===== src/rtl/tsb_pkg.sv =====
package tsb_pkg;
  localparam int TYPE_W  = 4;
  localparam int ADDR_W  = 7;
  localparam int ENDP_W  = 4;
  localparam int FRAME_W = ADDR_W + ENDP_W;
  localparam int CRC_W   = 5;
  localparam int PID_W   = 2 * TYPE_W;
  localparam int PAY_W   = FRAME_W;
  localparam int PKT_W   = PID_W + PAY_W + CRC_W;
  localparam int CNT_W   = $clog2(PKT_W);

  localparam logic [CRC_W-1:0] CRC_POLY = 5'b00101;

  localparam logic [TYPE_W-1:0] TY_OUT   = 4'h1;
  localparam logic [TYPE_W-1:0] TY_IN    = 4'h9;
  localparam logic [TYPE_W-1:0] TY_SETUP = 4'hD;
  localparam logic [TYPE_W-1:0] TY_SOF   = 4'h5;

  typedef enum logic [1:0] {PH_IDLE, PH_HDR, PH_BODY, PH_CHK} phase_t;
endpackage


===== src/rtl/tsb_pid_encode.sv =====
module tsb_pid_encode
  import tsb_pkg::*;
(
  input  logic [TYPE_W-1:0] type_i,
  output logic              legal_o,
  output logic              frame_o,
  output logic [PID_W-1:0]  pid_o
);
  always_comb begin
    legal_o = 1'b0;
    frame_o = 1'b0;
    case (type_i)
      TY_OUT, TY_IN, TY_SETUP: legal_o = 1'b1;
      TY_SOF: begin
        legal_o = 1'b1;
        frame_o = 1'b1;
      end
      default: legal_o = 1'b0;
    endcase
    pid_o = {~type_i, type_i};
  end
endmodule


===== src/rtl/tsb_crc_serial.sv =====
module tsb_crc_serial #(
  parameter int                W    = 5,
  parameter logic [W-1:0]      POLY = 5'b00101
) (
  input  logic         clk,
  input  logic         rst_n,
  input  logic         init_i,
  input  logic         step_i,
  input  logic         shift_i,
  input  logic         din_i,
  output logic [W-1:0] crc_o
);
  logic [W-1:0] crc_q;

  always_ff @(posedge clk or negedge rst_n) begin
    if (!rst_n)        crc_q <= '1;
    else if (init_i)   crc_q <= '1;
    else if (step_i)   crc_q <= {crc_q[W-2:0], 1'b0} ^ ((crc_q[W-1] ^ din_i) ? POLY : '0);
    else if (shift_i)  crc_q <= {crc_q[W-2:0], 1'b0};
  end

  assign crc_o = crc_q;
endmodule


===== src/rtl/tsb_shift.sv =====
module tsb_shift #(
  parameter int W = 19
) (
  input  logic         clk,
  input  logic         rst_n,
  input  logic         load_i,
  input  logic         adv_i,
  input  logic [W-1:0] data_i,
  output logic         bit_o
);
  logic [W-1:0] sh_q;

  always_ff @(posedge clk or negedge rst_n) begin
    if (!rst_n)       sh_q <= '0;
    else if (load_i)  sh_q <= data_i;
    else if (adv_i)   sh_q <= {1'b0, sh_q[W-1:1]};
  end

  assign bit_o = sh_q[0];
endmodule


===== src/rtl/tok_sof_builder.sv =====
module tok_sof_builder
  import tsb_pkg::*;
(
  input  logic               clk,
  input  logic               rst_n,
  input  logic               start_i,
  input  logic [TYPE_W-1:0]  pkt_type_i,
  input  logic [ADDR_W-1:0]  addr_i,
  input  logic [ENDP_W-1:0]  endp_i,
  input  logic [FRAME_W-1:0] frame_i,
  output logic               busy_o,
  output logic               err_o,
  output logic               bit_o,
  output logic               bit_valid_o,
  input  logic               bit_ready_i
);
  localparam logic [CNT_W-1:0] HDR_END  = CNT_W'(PID_W);
  localparam logic [CNT_W-1:0] BODY_END = CNT_W'(PID_W + PAY_W);
  localparam logic [CNT_W-1:0] LAST     = CNT_W'(PKT_W - 1);

  logic              legal, is_frame;
  logic [PID_W-1:0]  pid;
  logic [PAY_W-1:0]  payload;
  logic              busy_q, err_q;
  logic [CNT_W-1:0]  cnt_q;
  logic              accept, load, fire, sh_bit;
  logic [CRC_W-1:0]  crc;
  phase_t            phase;

  tsb_pid_encode u_pid (
    .type_i (pkt_type_i),
    .legal_o(legal),
    .frame_o(is_frame),
    .pid_o  (pid)
  );

  assign payload = is_frame ? frame_i : {endp_i, addr_i};
  assign accept  = start_i & ~busy_q;
  assign load    = accept & legal;
  assign fire    = busy_q & bit_ready_i;

  always_comb begin
    if (!busy_q)                phase = PH_IDLE;
    else if (cnt_q < HDR_END)   phase = PH_HDR;
    else if (cnt_q < BODY_END)  phase = PH_BODY;
    else                        phase = PH_CHK;
  end

  tsb_shift #(.W(PID_W + PAY_W)) u_shift (
    .clk   (clk),
    .rst_n (rst_n),
    .load_i(load),
    .adv_i (fire && (phase != PH_CHK)),
    .data_i({payload, pid}),
    .bit_o (sh_bit)
  );

  tsb_crc_serial #(.W(CRC_W), .POLY(CRC_POLY)) u_crc (
    .clk    (clk),
    .rst_n  (rst_n),
    .init_i (load),
    .step_i (fire && (phase == PH_BODY)),
    .shift_i(fire && (phase == PH_CHK)),
    .din_i  (sh_bit),
    .crc_o  (crc)
  );

  always_ff @(posedge clk or negedge rst_n) begin
    if (!rst_n) begin
      busy_q <= 1'b0;
      err_q  <= 1'b0;
      cnt_q  <= '0;
    end else begin
      err_q <= accept & ~legal;
      if (load) begin
        busy_q <= 1'b1;
        cnt_q  <= '0;
      end else if (fire) begin
        cnt_q <= cnt_q + 1'b1;
        if (cnt_q == LAST) busy_q <= 1'b0;
      end
    end
  end

  assign busy_o      = busy_q;
  assign err_o       = err_q;
  assign bit_valid_o = busy_q;
  assign bit_o       = (phase == PH_CHK) ? ~crc[CRC_W-1] : (busy_q & sh_bit);
endmodule


===== config.mk =====
export PLATFORM = sky130hd
export DESIGN_NAME = tok_sof_builder
export DESIGN_NICKNAME = d
export VERILOG_FILES = /design/src/rtl/tsb_pkg.sv /design/src/rtl/tsb_pid_encode.sv /design/src/rtl/tsb_crc_serial.sv /design/src/rtl/tsb_shift.sv /design/src/rtl/tok_sof_builder.sv
export SDC_FILE = /design/constraint.sdc
export NUM_CORES = 1
export LEC_CHECK = 0
export BUFFER_PORTS_ARGS = -buffer_cell sky130_fd_sc_hd__buf_4
export CAP_MARGIN = 25
export CORE_MARGIN = 2
export CORE_UTILIZATION = 58
export DETAILED_ROUTE_END_ITERATION = 10
export GPL_ROUTABILITY_DRIVEN = 1
export GPL_TIMING_DRIVEN = 0
export PLACE_DENSITY = 0.84
export RECOVER_POWER = 50
export SETUP_SLACK_MARGIN = 0.02
export SYNTH_ARGS = -nofsm -noshare
export SYNTH_HDL_FRONTEND = slang
export SYNTH_SLANG_ARGS = --single-unit
export TNS_END_PERCENT = 30

===== constraint.sdc =====
create_clock -name clk -period 3 [get_ports clk]
set_input_delay 0.3 -clock clk [delete_from_list [all_inputs] [get_ports clk]]
set_output_delay 0.3 -clock clk [all_outputs]
set_load 0.005 [all_outputs]

==> results of run 1 <==
layer usage:
| metal | vias up | part of all wire | track usage |
|---|---|---|---|
| met3 | 8 | 0.063 | 0.0714 |
| met2 | 41 | 0.48 | 0.360 |
| met4 | 0 | 0.017 | 0.0782 |
| li1 | 660 | - | - |
| met5 | - | 0 | 0 |
| met1 | 634 | 0.44 | 0.312 |
cells in the mapped netlist (2+ instances only):
cell | number | share of area
a21oi_1 | 5 | 0.016
a221o_1 | 2 | 0.012
a22oi_1 | 2 | 0.0093
buf_2 | 2 | 0.0062
buf_4 | 4 | 0.019
buf_6 | 3 | 0.021
clkbuf_1 | 4 | 0.0093
dfrtp_1 | 26 | 0.40
dfstp_2 | 5 | 0.082
inv_1 | 2 | 0.0047
mux2i_1 | 11 | 0.068
nand2_1 | 27 | 0.063
nand3_1 | 12 | 0.037
nand4_1 | 3 | 0.012
nor2_1 | 10 | 0.023
nor2b_1 | 2 | 0.0078
nor3_1 | 4 | 0.012
o211ai_1 | 9 | 0.042
o21ai_0 | 5 | 0.016
o22a_1 | 3 | 0.016
xnor2_1 | 2 | 0.011
xor2_1 | 3 | 0.016
cell type report:
type	instances	area (um^2)
Buffer	14	88.8
Clock buffer	7	45.0
Fill cell	210	736
Tap cell	31	38.8
Inverter	2	7.51
Sequential cell	31	782
Clock inverter	1	5.00
Multi-Input combinational cell	115	729
Timing Repair Buffer	34	254
registers in the layout (all words and copies together) (netlist names):
register,count
u_shift.sh_q,19
err_o,1
cnt_q,5
bit_valid_o,1
u_crc.crc_o,5
final timing paths:
check / endpoint / slack, ns / cells past startpoint
worst max-delay path: bit_o / 1.11 / 4
worst min-delay path: err_o / 0.23 / 2
worst max register to register: u_crc.crc_o[2] / 1.16 / 6
worst min register to register: u_shift.sh_q[0] / 0.48 / 2
max in group asynchronous: u_shift.sh_q[4] / 1.15 / 2
min in group asynchronous: bit_valid_o / 0.90 / 2
per-stage QoR:
| stage | std cells | hold slack, ns | util | setup WS (ns) | total power, W |
|---|---|---|---|---|---|
| after floorplan | 162 | 0.00441 | - | 1.48 | 0.00111 |
| after global placement | 226 | 0.245 | 0.707 | 1.39 | 0.00124 |
| after detailed placement | 226 | 0.252 | 0.707 | 1.37 | 0.00127 |
| after CTS | 235 | 0.226 | 0.729 | 1.09 | 0.00151 |
| after global routing | 235 | 0.218 | 0.726 | 0.838 | 0.00161 |
| final | 235 | 0.230 | 0.726 | 1.11 | 0.00150 |
cells by family after synthesis:
| logic type | share of synthesized area |
|---|---|
| mux | 0.0683 |
| flops | 0.485 |
| simple gates | 0.203 |
| compound gates | 0.147 |
| buf+inv | 0.0621 |
| xor+xnor | 0.0272 |
| fa+ha+maj | 0.00776 |
worst max-delay path: stages, from the launching register on:
cell,delay (ns)
dfrtp_1,0.46
a211o_1,0.35
nand3_1,0.12
mux2i_1,0.20
buf_4,0.13
power breakdown:
part | internal [W] | total, W | switching, W
logic | 0.000266 | 0.000532 | 0.000266
clock network | 0.0000912 | 0.000233 | 0.000141
registers | 0.000611 | 0.000732 | 0.000122
total | 0.000967 | 0.00150 | 0.000529
repair_timing:
item	in CTS	in global routing
hold buffers	1	0
buffers inserted	0	0
endpoints found under the hold margin	26	0
==> out/results.txt, run 1 <==
Hpwl dp: 2.41 mm
Sequential-to-total area share from yosys stat: 0.485
Crit path DAT: 1.59 ns
Clk root buf: clkbuf_4
Placed cell area: 1900 um^2
Total Wirelength: 3.32 mm
Syn Inst Count: 162
Nets@finish: 234
Clk Latency, worst-skew pair: 0.34 ns
Crit Reg-Reg Startpoint: bit_valid_o
HP Start: start_i
Crit path kind: flip-flop to output port
Die ar.: 3220 um^2
Largest net degree at the start of global routing: 32
Post-synth EDFFs: 0
Clk_skew: 0.0158 ns
Setup Total Neg Slack: 0 ns
Tot GR Track Use: 0.233
Number of port buffers: 33
Slew @ Worst Pin: 1.62 ns
Layout cells sized above 1: 0.279
Crit Path Max Fanout: 6
DR iter-0 viols: 47
RSZ-0062 raised after global routing: no
Clock Tree Buf Depth: 2
Failing checks: max-capacitance violations, max-slew violations
Slew Limit Headroom: -0.0812
Period utilisation layout: 0.629
Cts repair resizes: 0
Clk sinks: 31
Routed length per instance: 14.1 um
Initial antenna violation count: 0
FFs w/ async S/R, synth: 1.00
CTS tree: done
Die Width: 56.7 um
Leakage dissipation: 0.880 nW
Diode count: 0
Total gr overflow: 0
Fin. max-slew vios: 32
Yosys warns: 0
Final instance area: 1950 um^2
Crit. End Element: output port
Reg clk slew, reported paths: 0.10 ns
I/O Pins: 34
Power density over the cells: 767 nW/um^2
Initial core utilization: 0.600
Total core area: 2690 um^2
Via-to-Cell Ratio: 5.71
CTS buffer count: 5
ANT nets after route: 0
Critical Path RT: 2.70 ns
Worst Hold Class: primary input to flip-flop
First-pass GRT wire length: 5.84 mm
Status: finished with violations
Beginning of the critical path: cnt_q[2]
Mapped Nets: 193
Synthesized area: 1610 um^2
Final min period: 1.89 ns
Row count: 19
Final setup viols: 0
Total of max-cap violations: 1
Vias post-DR: 1,343
Commonest cells after routing, fill and taps aside: buf_4, nand2_1, dfrtp_1
Yosys cell types: 38
VDD IR max: 567 uV
Main synth FF type: dfrtp_1
Avg Cell Area, Syn: 9.95 um^2
CTS HTree Levels: 2
Initial DRT Pass Iterations: 4
Achievable Freq: 0.530 GHz
Area Overhead vs Synth: 21.0%
Most common cell after layout, fill and taps aside: buf_4
Gpl congestion: 0.866
Die Ht: 56.7 um
Yosys reg bits: 31
Vias in the first global route: 1,309
DRC errors left: 0
Startpoint class of the critical path: flip-flop
Fin. Hold Viols: 0
(Power assumes the default switching activity.)
==> inputs of run 2 (changes only) <==
--- a/config.mk
+++ b/config.mk
@@ -8,11 +8,11 @@
 export BUFFER_PORTS_ARGS = -buffer_cell sky130_fd_sc_hd__buf_4
 export CAP_MARGIN = 25
 export CORE_MARGIN = 2
-export CORE_UTILIZATION = 58
+export CORE_UTILIZATION = 53
 export DETAILED_ROUTE_END_ITERATION = 10
 export GPL_ROUTABILITY_DRIVEN = 1
 export GPL_TIMING_DRIVEN = 0
-export PLACE_DENSITY = 0.84
+export PLACE_DENSITY = 0.78
 export RECOVER_POWER = 50
 export SETUP_SLACK_MARGIN = 0.02
 export SYNTH_ARGS = -nofsm -noshare
==> constraint.sdc (replaced) <==
create_clock -name clk -period 1.8 [get_ports clk]
set_input_delay 0.18 -clock clk [delete_from_list [all_inputs] [get_ports clk]]
set_output_delay 0.18 -clock clk [all_outputs]
set_load 0.005 [all_outputs]
==> run 2 against run 1 <==
  * The flow now finishes without violations
  * First-iteration DRC count is 81% higher
  * Setup slack got worse by 1.0 ns
  * Via count increased by 3.3%
  * Core utilization is 5.0 points lower
  * Count of clock-buffer cells in the layout up 1
  * Clock skew about the same
==> out/results.txt, run 2 (synthesized netlist as in run 1, its figures left out) <==
Status: complete, no violations (was finished with violations)
Post-layout util: 0.676 (was 0.726)
Int Pwr: 0.00170 W (was 0.000967 W)
Clk Latency, worst-skew pair: 0.33 ns (was 0.34 ns)
Crit. End Element: output port (unchanged)
DRC errors left: 0 (unchanged)
Die Width: 59.1 um (was 56.7 um)
Worst path max stage delay: 0.46 ns (about the same)
Crit path DAT: 1.53 ns (was 1.59 ns)
Number of port buffers: 33 (unchanged)
Reg clk slew, reported paths: 0.08 ns (was 0.10 ns)
Slew Limit Headroom: 0.508 (was -0.0812)
Combinational power share: 0.389 (was 0.355)
ANT nets after route: 0 (unchanged)
WP buf/inv: 1 (unchanged)
Final setup viols: 0 (unchanged)
Total of max-cap violations: 0 (was 1)
Gr busiest metal: met2 (unchanged)
Final min period: 1.71 ns
Gpl congestion: 0.756 (was 0.866)
Switching power: 0.000909 W (was 0.000529 W)
DR iter-0 viols: 85 (was 47)
Most common cell after layout, fill and taps aside: buf_4 (unchanged)
Achievable Freq: 0.585 GHz
Initial core utilization: 0.541 (was 0.600)
Crit Path Max Fanout: 6 (unchanged)
Diode count: 0 (unchanged)
I/O Pins: 34 (unchanged)
Largest register FFs: 19 (unchanged)
Period utilisation layout: 0.949
RSZ-0062 raised after global routing: no (unchanged)
R2R setup slack: 0.09 ns (was 1.16 ns)
Clk_skew: 0.0157 ns (was 0.0158 ns)
Clk root buf: clkbuf_4 (unchanged)
CTS buffer count: 5 (unchanged)
CP max-delay cell: dfrtp_2 (was dfrtp_1)
Row count: 20 (was 19)
Total gr overflow: 0 (unchanged)
Nets@finish: 240 (was 234)
Initial antenna violation count: 0 (unchanged)
Placed cell area: 1900 um^2 (about the same)
Area Overhead vs Synth: 24.9% (was 21.0%)
Switching portion of total power: 0.348 (was 0.354)
Met3 GRT Util: 0.0677 (was 0.0714)
Crit path kind: flip-flop to output port (unchanged)
Final instance area: 2010 um^2 (was 1950 um^2)
Die Ht: 59.1 um (was 56.7 um)
Routed length per instance: 14.5 um (was 14.1 um)
Slew @ Worst Pin: 0.739 ns (was 1.62 ns)
Largest Register: u_shift.sh_q (unchanged)
Hpwl dp: 2.48 mm (was 2.41 mm)
First-pass GRT wire length: 5.86 mm (was 5.84 mm)
VDD IR max: 748 uV (was 567 uV)
Largest net degree at the start of global routing: 32 (unchanged)
GR Layer Usage met2: 0.363 (was 0.360)
Via-to-Cell Ratio: 5.71 (about the same)
Hold_ws: 0.153 ns (was 0.230 ns)
Worst Hold Class: primary input to flip-flop (unchanged)
Vias post-DR: 1,387 (was 1,343)
Layout cells sized above 1: 0.319 (was 0.279)
Largest delay contributor family on the critical path: flip-flops (unchanged)
Commonest cells after routing, fill and taps aside: buf_4, nand2_1, dfrtp_1 (unchanged)
Vias in the first global route: 1,337 (was 1,309)
CP Cell Sequence: a211o_1 -> nand3_2 -> mux2i_1 -> buf_4 (was a211o_1 -> nand3_1 -> mux2i_1 -> buf_4)
Fin. max-slew vios: 0 (was 32)
Reg power frac: 0.468 (was 0.489)
Fin. Hold Viols: 0 (unchanged)
Setup Total Neg Slack: 0 ns (unchanged)
Total core area: 2980 um^2 (was 2690 um^2)
Critical Path RT: 1.62 ns (was 2.70 ns)
Startpoint class of the critical path: flip-flop (unchanged)
Met1 usage: 0.291 (was 0.312)
CTS tree: done (unchanged)
Total power: 0.00261 W (was 0.00150 W)
Power density over the cells: 1300 nW/um^2 (was 767 nW/um^2)
Clock power share: 0.142 (was 0.155)
Die ar.: 3500 um^2 (was 3220 um^2)
Leakage dissipation: 0.912 nW (was 0.880 nW)
Tot GR Track Use: 0.225 (was 0.233)
Clk sinks: 31 (unchanged)
Initial DRT Pass Iterations: 4 (unchanged)
CTS HTree Levels: 2 (unchanged)
Clock Tree Buf Depth: 2 (unchanged)
Total Wirelength: 3.53 mm (was 3.32 mm)
## run 2: cell count changes in the layout (fill, tap and decap cells not counted), sizes merged
| cell | delta |
|---|---|
| clkinv | -1 |
| buf | +7 |
## run 2: through the flow
| stage | std cells | setup slack [ns] |
|---|---|---|
| 2_1_floorplan | 162 | 0.283 |
| 3_3_place_gp | 228 | 0.200 |
| 3_5_place_dp | 228 | 0.169 |
| 4_1_cts | 238 | 0.0254 |
| 5_1_grt | 243 | 0.0238 |
| 6_report | 243 | 0.0920 |
## run 2: timing repair
item	4_1_cts	5_1_grt
buffers inserted	1	5
hold buffers	1	0
setup endpoints to repair	1	12
gates cloned	0	0
pin swaps	1	4
gates resized for setup	0	4
hold endpoints to repair	26	0
## run 2: routing by layer
metal	wire (um)	part of all wire
met5	0	0
met4	23	0.0065
met3	196	0.056
met2	1780	0.50
met1	1530	0.43
## run 2: path summary, 6_finish.rpt
check                           startpoint                to  depth (start not counted)
max                               cnt_q[2]             bit_o                          4
min                                start_i             err_o                          2
max reg2reg                       cnt_q[2]  u_shift.sh_q[11]                          7
min reg2reg                u_shift.sh_q[5]   u_shift.sh_q[4]                          2
max in group asynchronous            rst_n          cnt_q[0]                          2
min in group asynchronous            rst_n   u_shift.sh_q[9]                          2
## run 2: worst reg2reg max path, delay by kind of cell (launching register included)
family / cells / cell delay (ns)
DFF: 1 / 0.46
buffers and inverters: 3 / 0.41
and+or+nand+nor: 1 / 0.08
AOI/OAI and AO/OA: 3 / 0.64
## run 2: area by class of cell
cell class                 count  area [um^2]
buffer                        14         92.6
sequential                    31          785
timing repair buffer          40          304
multi-input combinational    115          734
tap                           33         41.3
inverter                       2         7.51
clock buffer                   8         48.8
fill                         260          965
## run 2: power by group through the flow
stage	clock [W]	sequential, W	combinational [W]
floorplan	0	0.00117	0.000674
global placement	0	0.00121	0.000861
detailed placement	0	0.00122	0.000908
CTS	0.000388	0.00121	0.000935
global route	0.000421	0.00126	0.00114
finish	0.000372	0.00122	0.00102
